===== src/rtl/sdram_init_pkg.sv =====
package sdram_init_pkg;

    typedef enum logic [2:0] {
        WAIT_POWER,
        PRECHARGE,
        WAIT_RP,
        REFRESH,
        WAIT_RFC,
        LOAD_MODE,
        WAIT_MRD,
        DONE
    } init_state_t;

    // {cs_n, ras_n, cas_n, we_n}
    typedef enum logic [3:0] {
        CMD_DESEL = 4'b1111,
        CMD_PRE   = 4'b0010,
        CMD_REF   = 4'b0001,
        CMD_MRS   = 4'b0000
    } sdram_cmd_t;

endpackage


===== src/rtl/init_gap_counter.sv =====
module init_gap_counter #(
    parameter int W       = 16,
    parameter int RST_VAL = 100
) (
    input  logic         clk,
    input  logic         rst_n,
    input  logic         load,
    input  logic [W-1:0] load_val,
    output logic         zero
);
    logic [W-1:0] cnt_q;

    always_ff @(posedge clk or negedge rst_n) begin
        if (!rst_n) begin
            cnt_q <= W'(RST_VAL);
        end else if (load) begin
            cnt_q <= load_val;
        end else if (cnt_q != '0) begin
            cnt_q <= cnt_q - 1'b1;
        end
    end

    assign zero = (cnt_q == '0);
endmodule


===== src/rtl/init_cmd_encoder.sv =====
module init_cmd_encoder
    import sdram_init_pkg::*;
#(
    parameter int ADDR_W = 13,
    parameter int BANK_W = 2,
    parameter int AP_BIT = 10
) (
    input  sdram_cmd_t        cmd,
    input  logic [ADDR_W-1:0] mode_addr,
    input  logic [BANK_W-1:0] mode_bank,
    output logic              cs_n,
    output logic              ras_n,
    output logic              cas_n,
    output logic              we_n,
    output logic [ADDR_W-1:0] addr,
    output logic [BANK_W-1:0] ba
);
    always_comb begin
        {cs_n, ras_n, cas_n, we_n} = cmd;
        addr = '0;
        ba   = '0;
        unique case (cmd)
            CMD_PRE: addr[AP_BIT] = 1'b1;
            CMD_MRS: begin
                addr = mode_addr;
                ba   = mode_bank;
            end
            default: ;
        endcase
    end
endmodule


===== src/rtl/sdram_init_seq.sv =====
module sdram_init_seq
    import sdram_init_pkg::*;
#(
    parameter int ADDR_W        = 13,
    parameter int BANK_W        = 2,
    parameter int CLK_MHZ       = 100,
    parameter int SETTLE_US     = 200,
    parameter int REFRESH_COUNT = 8,
    parameter int T_RP          = 3,
    parameter int T_RFC         = 7,
    parameter int T_MRD         = 2
) (
    input  logic              clk,
    input  logic              rst_n,
    input  logic [ADDR_W-1:0] mode_addr,
    input  logic [BANK_W-1:0] mode_bank,
    output logic              cke,
    output logic              cs_n,
    output logic              ras_n,
    output logic              cas_n,
    output logic              we_n,
    output logic [ADDR_W-1:0] addr,
    output logic [BANK_W-1:0] ba,
    output logic              init_done
);
    localparam int SETTLE_CYC = CLK_MHZ * SETTLE_US;
    localparam int GAP_MAX    = (T_RP > T_RFC) ? ((T_RP > T_MRD) ? T_RP : T_MRD)
                                               : ((T_RFC > T_MRD) ? T_RFC : T_MRD);
    localparam int CNT_MAX    = (SETTLE_CYC > GAP_MAX) ? SETTLE_CYC : GAP_MAX;
    localparam int CNT_W      = $clog2(CNT_MAX + 1);
    localparam int REF_W      = $clog2(REFRESH_COUNT + 1);

    generate
        if (SETTLE_US < 200) begin : g_bad_settle
            $error("settling interval must be at least 200 us");
        end
        if (REFRESH_COUNT < 8) begin : g_bad_refresh
            $error("at least 8 refresh commands are required");
        end
        if (T_RP < 2 || T_RFC < 2 || T_MRD < 2) begin : g_bad_gap
            $error("command spacing parameters must be at least 2");
        end
        if (ADDR_W < 11) begin : g_bad_addr
            $error("address must include the auto-precharge bit");
        end
    endgenerate

    init_state_t      state_q, state_d;
    logic [REF_W-1:0] ref_cnt_q;
    logic             cke_q;
    logic             gap_load;
    logic [CNT_W-1:0] gap_val;
    logic             gap_zero;
    sdram_cmd_t       cmd;

    init_gap_counter #(
        .W       (CNT_W),
        .RST_VAL (SETTLE_CYC)
    ) u_gap (
        .clk      (clk),
        .rst_n    (rst_n),
        .load     (gap_load),
        .load_val (gap_val),
        .zero     (gap_zero)
    );

    // next state and counter loads
    always_comb begin
        state_d  = state_q;
        gap_load = 1'b0;
        gap_val  = '0;
        unique case (state_q)
            WAIT_POWER: if (gap_zero) state_d = PRECHARGE;
            PRECHARGE: begin
                state_d  = WAIT_RP;
                gap_load = 1'b1;
                gap_val  = CNT_W'(T_RP - 2);
            end
            WAIT_RP: if (gap_zero) state_d = REFRESH;
            REFRESH: begin
                state_d  = WAIT_RFC;
                gap_load = 1'b1;
                gap_val  = CNT_W'(T_RFC - 2);
            end
            WAIT_RFC: begin
                if (gap_zero) begin
                    state_d = (ref_cnt_q == REF_W'(REFRESH_COUNT)) ? LOAD_MODE : REFRESH;
                end
            end
            LOAD_MODE: begin
                state_d  = WAIT_MRD;
                gap_load = 1'b1;
                gap_val  = CNT_W'(T_MRD - 2);
            end
            WAIT_MRD: if (gap_zero) state_d = DONE;
            DONE:     state_d = DONE;
            default:  state_d = WAIT_POWER;
        endcase
    end

    // state register
    always_ff @(posedge clk or negedge rst_n) begin
        if (!rst_n) begin
            state_q   <= WAIT_POWER;
            ref_cnt_q <= '0;
            cke_q     <= 1'b0;
        end else begin
            state_q <= state_d;
            cke_q   <= 1'b1;
            if (state_q == REFRESH) ref_cnt_q <= ref_cnt_q + 1'b1;
        end
    end

    // outputs
    always_comb begin
        cmd       = CMD_DESEL;
        init_done = 1'b0;
        unique case (state_q)
            PRECHARGE: cmd = CMD_PRE;
            REFRESH:   cmd = CMD_REF;
            LOAD_MODE: cmd = CMD_MRS;
            DONE:      init_done = 1'b1;
            default:   cmd = CMD_DESEL;
        endcase
    end

    assign cke = cke_q;

    init_cmd_encoder #(
        .ADDR_W (ADDR_W),
        .BANK_W (BANK_W),
        .AP_BIT (10)
    ) u_enc (
        .cmd       (cmd),
        .mode_addr (mode_addr),
        .mode_bank (mode_bank),
        .cs_n      (cs_n),
        .ras_n     (ras_n),
        .cas_n     (cas_n),
        .we_n      (we_n),
        .addr      (addr),
        .ba        (ba)
    );
endmodule


===== config.mk =====
export PLATFORM = sky130hd
export DESIGN_NAME = sdram_init_seq
export DESIGN_NICKNAME = d
export VERILOG_FILES = /design/src/rtl/sdram_init_pkg.sv /design/src/rtl/init_gap_counter.sv /design/src/rtl/init_cmd_encoder.sv /design/src/rtl/sdram_init_seq.sv
export SDC_FILE = /design/constraint.sdc
export NUM_CORES = 1
export LEC_CHECK = 0
export BUFFER_PORTS_ARGS = -buffer_cell sky130_fd_sc_hd__buf_2
export CORE_ASPECT_RATIO = 0.5
export CORE_UTILIZATION = 45
export CTS_CLUSTER_DIAMETER = 120
export DETAILED_ROUTE_END_ITERATION = 8
export GPL_TIMING_DRIVEN = 0
export PLACE_DENSITY = 0.81
export SLEW_MARGIN = 20
export SYNTH_ARGS = -nofsm -noshare
export SYNTH_HDL_FRONTEND = slang
export SYNTH_HIERARCHICAL = 1
export SYNTH_SLANG_ARGS = --single-unit

===== constraint.sdc =====
create_clock -name clk -period 2.5 [get_ports clk]
set_clock_uncertainty 0.1 [all_clocks]
set_input_delay 0.5 -clock clk [delete_from_list [all_inputs] [get_ports clk]]
set_output_delay 0.5 -clock clk [all_outputs]
set_load 0.005 [all_outputs]

**Yosys cells after proc, flatten, opt, wreduce, memory -nomap -nowiden**

Cells that the tools add are included.

- Add/sub/neg operators: 2
- Equality and inequality tests: 13
- Multiplexer cells: 16
- Reductions and logical operators: 7

Operators with widths:

| operator | number |
|---|---|
| 15-bit 2-to-1 mux | 2 |
| 3-bit case mux with 8 select lines | 1 |
| 15-bit logical NOT | 1 |
| 3-bit 2-to-1 mux | 5 |
| 15-bit nonzero test | 1 |
| 15-bit by 1-bit subtractor with 15-bit output, second input constant | 1 |
| 3-bit == test, second input constant | 4 |
| 4-bit case mux with 3 select lines | 1 |
| 10-bit 2-to-1 mux | 1 |
| 2-bit != test, second input constant | 4 |
| 3-bit by 2-bit == test with 1-bit output, second input constant | 2 |
| 3-bit case mux with 2 select lines | 1 |
| 4-bit by 1-bit adder with 4-bit output, second input constant | 1 |
| 4-bit by 2-bit == test with 1-bit output, second input constant | 1 |
| 4-bit == test, second input constant | 1 |
| 4-bit logical NOT | 1 |
| 2-bit 2-to-1 mux | 2 |
| 4-bit AND reduction | 1 |
| 3-bit by 1-bit == test with 1-bit output, second input constant | 1 |
| 3-bit logical NOT | 1 |
| 3-bit OR reduction | 1 |
| 1-bit 2-to-1 mux | 2 |
| 1-bit case mux with 2 select lines | 1 |
| 2-bit nonzero test | 1 |

- Bits in registers: 23
- Input bits: 17
- Output and inout bits: 21
- Word-level logic and storage cells: 42

**Longest topological paths before layout**

- Depth in word-level cells: 4
- Mapped depth: 6
- Gate-level depth less buffers: 6

**By module**

The synthesis kept the hierarchy.

By module, submodules not included:

| module | times used | cells each | area an instance (µm²) | seq. area each (µm²) |
|---|---|---|---|---|
| init_gap_counter | 1 | 79 | 835.8 | 381.6 |
| sdram_init_seq | 1 | 39 | 410.4 | 200.2 |
| init_cmd_encoder | 1 | 22 | 160.2 | 0.0 |

**Worst setup path before layout**

No wires, ideal clock.

- Path kind: register -> register
- Start point: reg u_gap.cnt_q[0]
- End point: reg u_gap.cnt_q[7]
- Library setup time: 0.127 ns
- Data arrival time: 2.082 ns
- Required time: 2.273 ns
- Setup slack: 0.190 ns
- Stages on the path, launching flop included: 7
- Buffers on the path: 0
- Cell sequence: dfrtp_1 -> inv_1 -> ha_1 -> or4b_1 -> nor4b_4 -> o31ai_1 -> mux2_1

- Longest elaborated chain between the ends: 3
- Elaborated cells on any way between the ends: 5
- Classes of those cells: add/sub (1); mux (2); reduce/logical (2)

Ends and longest elaborated chain:

| item | line | RTL |
|---|---|---|
| start, declared | init_gap_counter.sv:11 | `logic [W-1:0] cnt_q;` |
| start signal, assigned | init_gap_counter.sv:15 | `cnt_q <= W'(RST_VAL);` |
| start signal, assigned | init_gap_counter.sv:17 | `cnt_q <= load_val;` |
| start signal, assigned | init_gap_counter.sv:19 | `cnt_q <= cnt_q - 1'b1;` |
| 15-bit by 1-bit subtractor with 15-bit output | init_gap_counter.sv:19 |  |
| 15-bit 2-to-1 mux | init_gap_counter.sv:18 | `end else if (cnt_q != '0) begin` |
| 15-bit 2-to-1 mux | init_gap_counter.sv:16 | `end else if (load) begin` |

Parallel ways exist; a longest one is shown, timed or not. The select of a mux whose other input is x is not followed.
A chain may end at the register's enable or synchronous reset.

**Worst setup path after layout**

- Start point: reg state_q[1]
- End point: out addr[7]

- Longest elaborated chain between the ends: 4
- Elaborated cells on any way between the ends: 6
- Classes of those cells: eq/ne (3); mux (2); reduce/logical (1)

Ends and longest elaborated chain:

| item | line | RTL |
|---|---|---|
| start, declared | sdram_init_seq.sv:48 | `init_state_t state_q, state_d;` |
| start signal, assigned | sdram_init_seq.sv:108 | `state_q <= state_d;` |
| 3-bit == test, or another cell as far along | sdram_init_seq.sv:118 | `unique case (state_q)` |
| 4-bit case mux with 3 select lines * | sdram_init_seq.sv:118 |  |
| named net cmd[1] | sdram_init_seq.sv:54 | `sdram_cmd_t cmd;` |
| 4-bit logical NOT * | init_cmd_encoder.sv:22 | `unique case (cmd)` |
| 10-bit 2-to-1 mux * | init_cmd_encoder.sv:22 |  |
| end, declared | sdram_init_seq.sv:22 | `output logic [ADDR_W-1:0] addr,` |

The timed path passes the listed nets; every way through them passes the cells marked *.

==> flow_metrics.py <==
metrics = {
    "global_route": {
        "overall_overflow_remaining_after_global_route": 0,
        "grt_antenna_before_repair": 0,
        "grt_pass1_vias": 1095,
        "grt_pass1_wl_um": 4990,
        "grt_max_degree": 24,
        "globalRouteTotalUtil_pct": 19.5,
    },
    "power_and_ir_drop": {
        "power_switching_mw": 0.134,
        "power_frac_clock_pct": 37.0,
        "cellLeakagePower_nw": 0.914,
        "vdd_drop_max_mv": 0.240,
        "seq_power_share_pct": 59.5,
        "power.density_mw_per_mm2": 347,
        "combPwrFrac_pct": 3.5,
        "power_switching_share_pct": 21.3,
        "p_int_mw": 0.494,
    },
    "timing": {
        "tns_ns": 0,
        "setup_ws_ns": 0.0921,
        "setup-violations-final": 0,
        "timing_worst_slew_pin_value_ns": 0.533,
        "timing.final.crit_share_pct": 96.3,
        "final-hold-violation-count": 0,
        "final.min_clock_period_ns": 2.41,
        "max_slew_margin_pct": 64.4,
        "max_freq_mhz": 415,
        "slew_violations": 0,
    },
    "drt": {
        "post_drt_via_cell_ratio": 5.00,
        "detail_route.first_pass.iterations": 4,
        "dr_total_vias": 1189,
        "antenna_violating_nets_post_route": 0,
        "wire_length_per_cell_um": 12.6,
        "drc_errors": 0,
        "drt_iter0_markers": 39,
        "route.final.wire_length_um": 3000,
    },
    "clocking": {
        "insertion_delay_ns": 0.27,
        "numCtsBuffers": 3,
        "clock-sinks": 23,
        "ctsHtreeMaxLevel": 1,
        "clock-root-buffer": "sky130_fd_sc_hd__clkbuf_8",
        "cts.path.max_buffers": 2,
        "clk_pin_slew_ns": 0.08,
        "tritoncts": "yes",
        "cts_hold_buffers_added": 0,
    },
    "floorplanning": {
        "initial_utilization_pct": 50.6,
        "placeable_area_mm2": 0.00278,
        "rows": 13,
        "floorplan.die_area_mm2": 0.00337,
        "overall_die_width_um": 81.1,
        "die_height_um": 41.5,
        "ioPinCount": 38,
    },
    "final_layout": {
        "layout.nets": 222,
        "layout_common_cells": "sky130_fd_sc_hd__buf_2, sky130_fd_sc_hd__dfrtp_1, sky130_fd_sc_hd__conb_1, sky130_fd_sc_hd__and2_1, sky130_fd_sc_hd__buf_4",
        "drive_gt1_share_pct": 35.8,
        "antennaDiodeCount": 0,
        "mostFrequentLayoutCell": "sky130_fd_sc_hd__buf_2",
        "synthToLayoutAreaGrowth_pct": 28.5,
    },
    "setup_path": {
        "r2r.worst_path.cells": 7,
        "timing.critical_path.cells": "xor2_1, nand2_1, nor4_4, buf_6, and2_1, buf_2",
        "highest_net_fanout_along_the_worst_path": 10,
        "critical_path.endpoint": "addr[7]",
        "crit_start": "state_q[1]",
        "r2r_start": "u_gap/cnt_q[0]",
        "worstSetupPathType": "flop to output port",
        "end_kind": "output port",
        "critical_path.max_stage_delay_ns": 0.46,
        "timing.critical_path.from_type": "flop",
        "worstPathRequired_ns": 1.90,
        "timing.critical_path.slowest_stage_cell": "sky130_fd_sc_hd__dfrtp_2",
        "reg2reg_setup_slack_ns": 0.16,
        "reg2reg_to": "u_gap/cnt_q[7]",
        "cp.arrival_ns": 1.81,
    },
    "placed_design": {
        "detailed_place_hpwl_um": 2120,
        "numPortBuffers": 37,
        "post-place-ws_ns": -0.166,
        "gpl.final_weighted_congestion": 0.732,
    },
    "synth": {
        "synth-edff-count": 0,
        "synth.avg_cell_area_um2": 10.0,
        "synth-warning-count": 6,
        "synth_top_flop_cell": "sky130_fd_sc_hd__dfrtp_1",
        "synth_sequential_area_ratio_pct": 41.4,
        "yosysTopAreaCell": "sky130_fd_sc_hd__dfrtp_1",
        "synth-async-reset-ratio_pct": 100,
        "synth_top_cells_by_area": "sky130_fd_sc_hd__dfrtp_1, sky130_fd_sc_hd__dfstp_2, sky130_fd_sc_hd__and2_1, sky130_fd_sc_hd__xor2_1, sky130_fd_sc_hd__a22o_1",
        "synth-seq-cells": 23,
        "synth_top_cell_area_share_pct": 32.0,
        "synthesis.area_mm2": 0.00141,
        "ys_types": 40,
        "synthesis.instances": 140,
    },
    "run": {
        "maxCapViolations": 0,
    },
    "outcome": {
        "status": "completed",
    },
    "hold_path": {
        "hold_class": "input pin to async pin",
    },
}
## power groups by stage
stage	clock [mW]	combinational (mW)	sequential, mW
3_5_place_dp	0	0.0220	0.380
5_1_grt	0.262	0.0260	0.373
2_1_floorplan	0	0.00269	0.380
6_report	0.232	0.0219	0.373
4_1_cts	0.237	0.0219	0.373
3_3_place_gp	0	0.0213	0.380
## logic make-up after synthesis
family	after synthesis	synth area share, %
adders and majority gates	3	2.67
DFF	23	41.4
other	2	0.534
muxes	1	0.801
AOI/OAI and AO/OA	26	13.3
and+or+nand+nor	54	25.2
xor gates and xnor gates	14	9.25
buffers and inverters	17	6.94
## final cells by class
cell class | count | area [um2]
Timing Repair Buffer | 45 | 245
Buffer | 10 | 71.3
Inverter | 7 | 26.3
Tap cell | 37 | 46.3
Multi-Input combinational cell | 112 | 787
Sequential cell | 23 | 584
Clock buffer | 3 | 41.3
Fill cell | 227 | 975
Clock inverter | 1 | 5.00
## Yosys cell counts (all sizes together), types with 2 or more instances
library cell  number
nor2               8
nor4               3
o21ai              5
nand2              9
inv                7
xnor2              5
conb               2
a21o               2
buf                7
ha                 3
o31ai              4
xor2               9
dfstp              5
or4                4
a21oi              3
clkbuf             3
a22o               8
and2              14
nor3               5
dfrtp             18
or3                2
## sequential cells by signal (all words and copies together) (netlist names)
name and count:
cke 1, u_gap/cnt_q 15, state_q 3, ref_cnt_q 4
## per-layer routing
layer  track usage (%)  part of all wire (%)  vias to the layer above
li1                  -                     -                      594
met1              25.4                    46                      574
met2              32.9                    52                       19
met3              5.27                   2.7                        2
met4              3.21                  0.10                        0
met5                 0                     0                        -
## metrics by stage
stage / utilization [%] / hold slack [ns] / area (um2) / instances / total power [mW]
floorplan: - / 0.104 / 1450 / 152 / 0.383
global placement: 60.5 / 0.364 / 1680 / 226 / 0.401
detailed placement: 60.5 / 0.391 / 1680 / 226 / 0.402
CTS: 63.2 / 0.112 / 1760 / 232 / 0.632
global route: 65.0 / 0.137 / 1810 / 238 / 0.661
finish: 65.0 / 0.103 / 1810 / 238 / 0.627
## how the worst min path moves through the flow
stage                       to  cells after the start
3_5_place_dp   u_gap/cnt_q[14]                      2
2_1_floorplan              cke                      0
6_report            state_q[0]                      1
3_3_place_gp   u_gap/cnt_q[14]                      2
5_1_grt           ref_cnt_q[0]                      1
4_1_cts           ref_cnt_q[0]                      1
## timing repair
action,4_1_cts,5_1_grt
endpoints found under the setup margin,25,17
pin swaps,2,2
buffers inserted,2,6
gates resized for setup,4,2
## worst max-delay path: cells and delay by family (launching register included)
kind | cells | cell delay, ns
buffers and inverters | 2 | 0.27
and+or+nand+nor | 3 | 0.63
xor gates and xnor gates | 1 | 0.17
DFF | 1 | 0.46
Power figures use the tool's default switching activity.
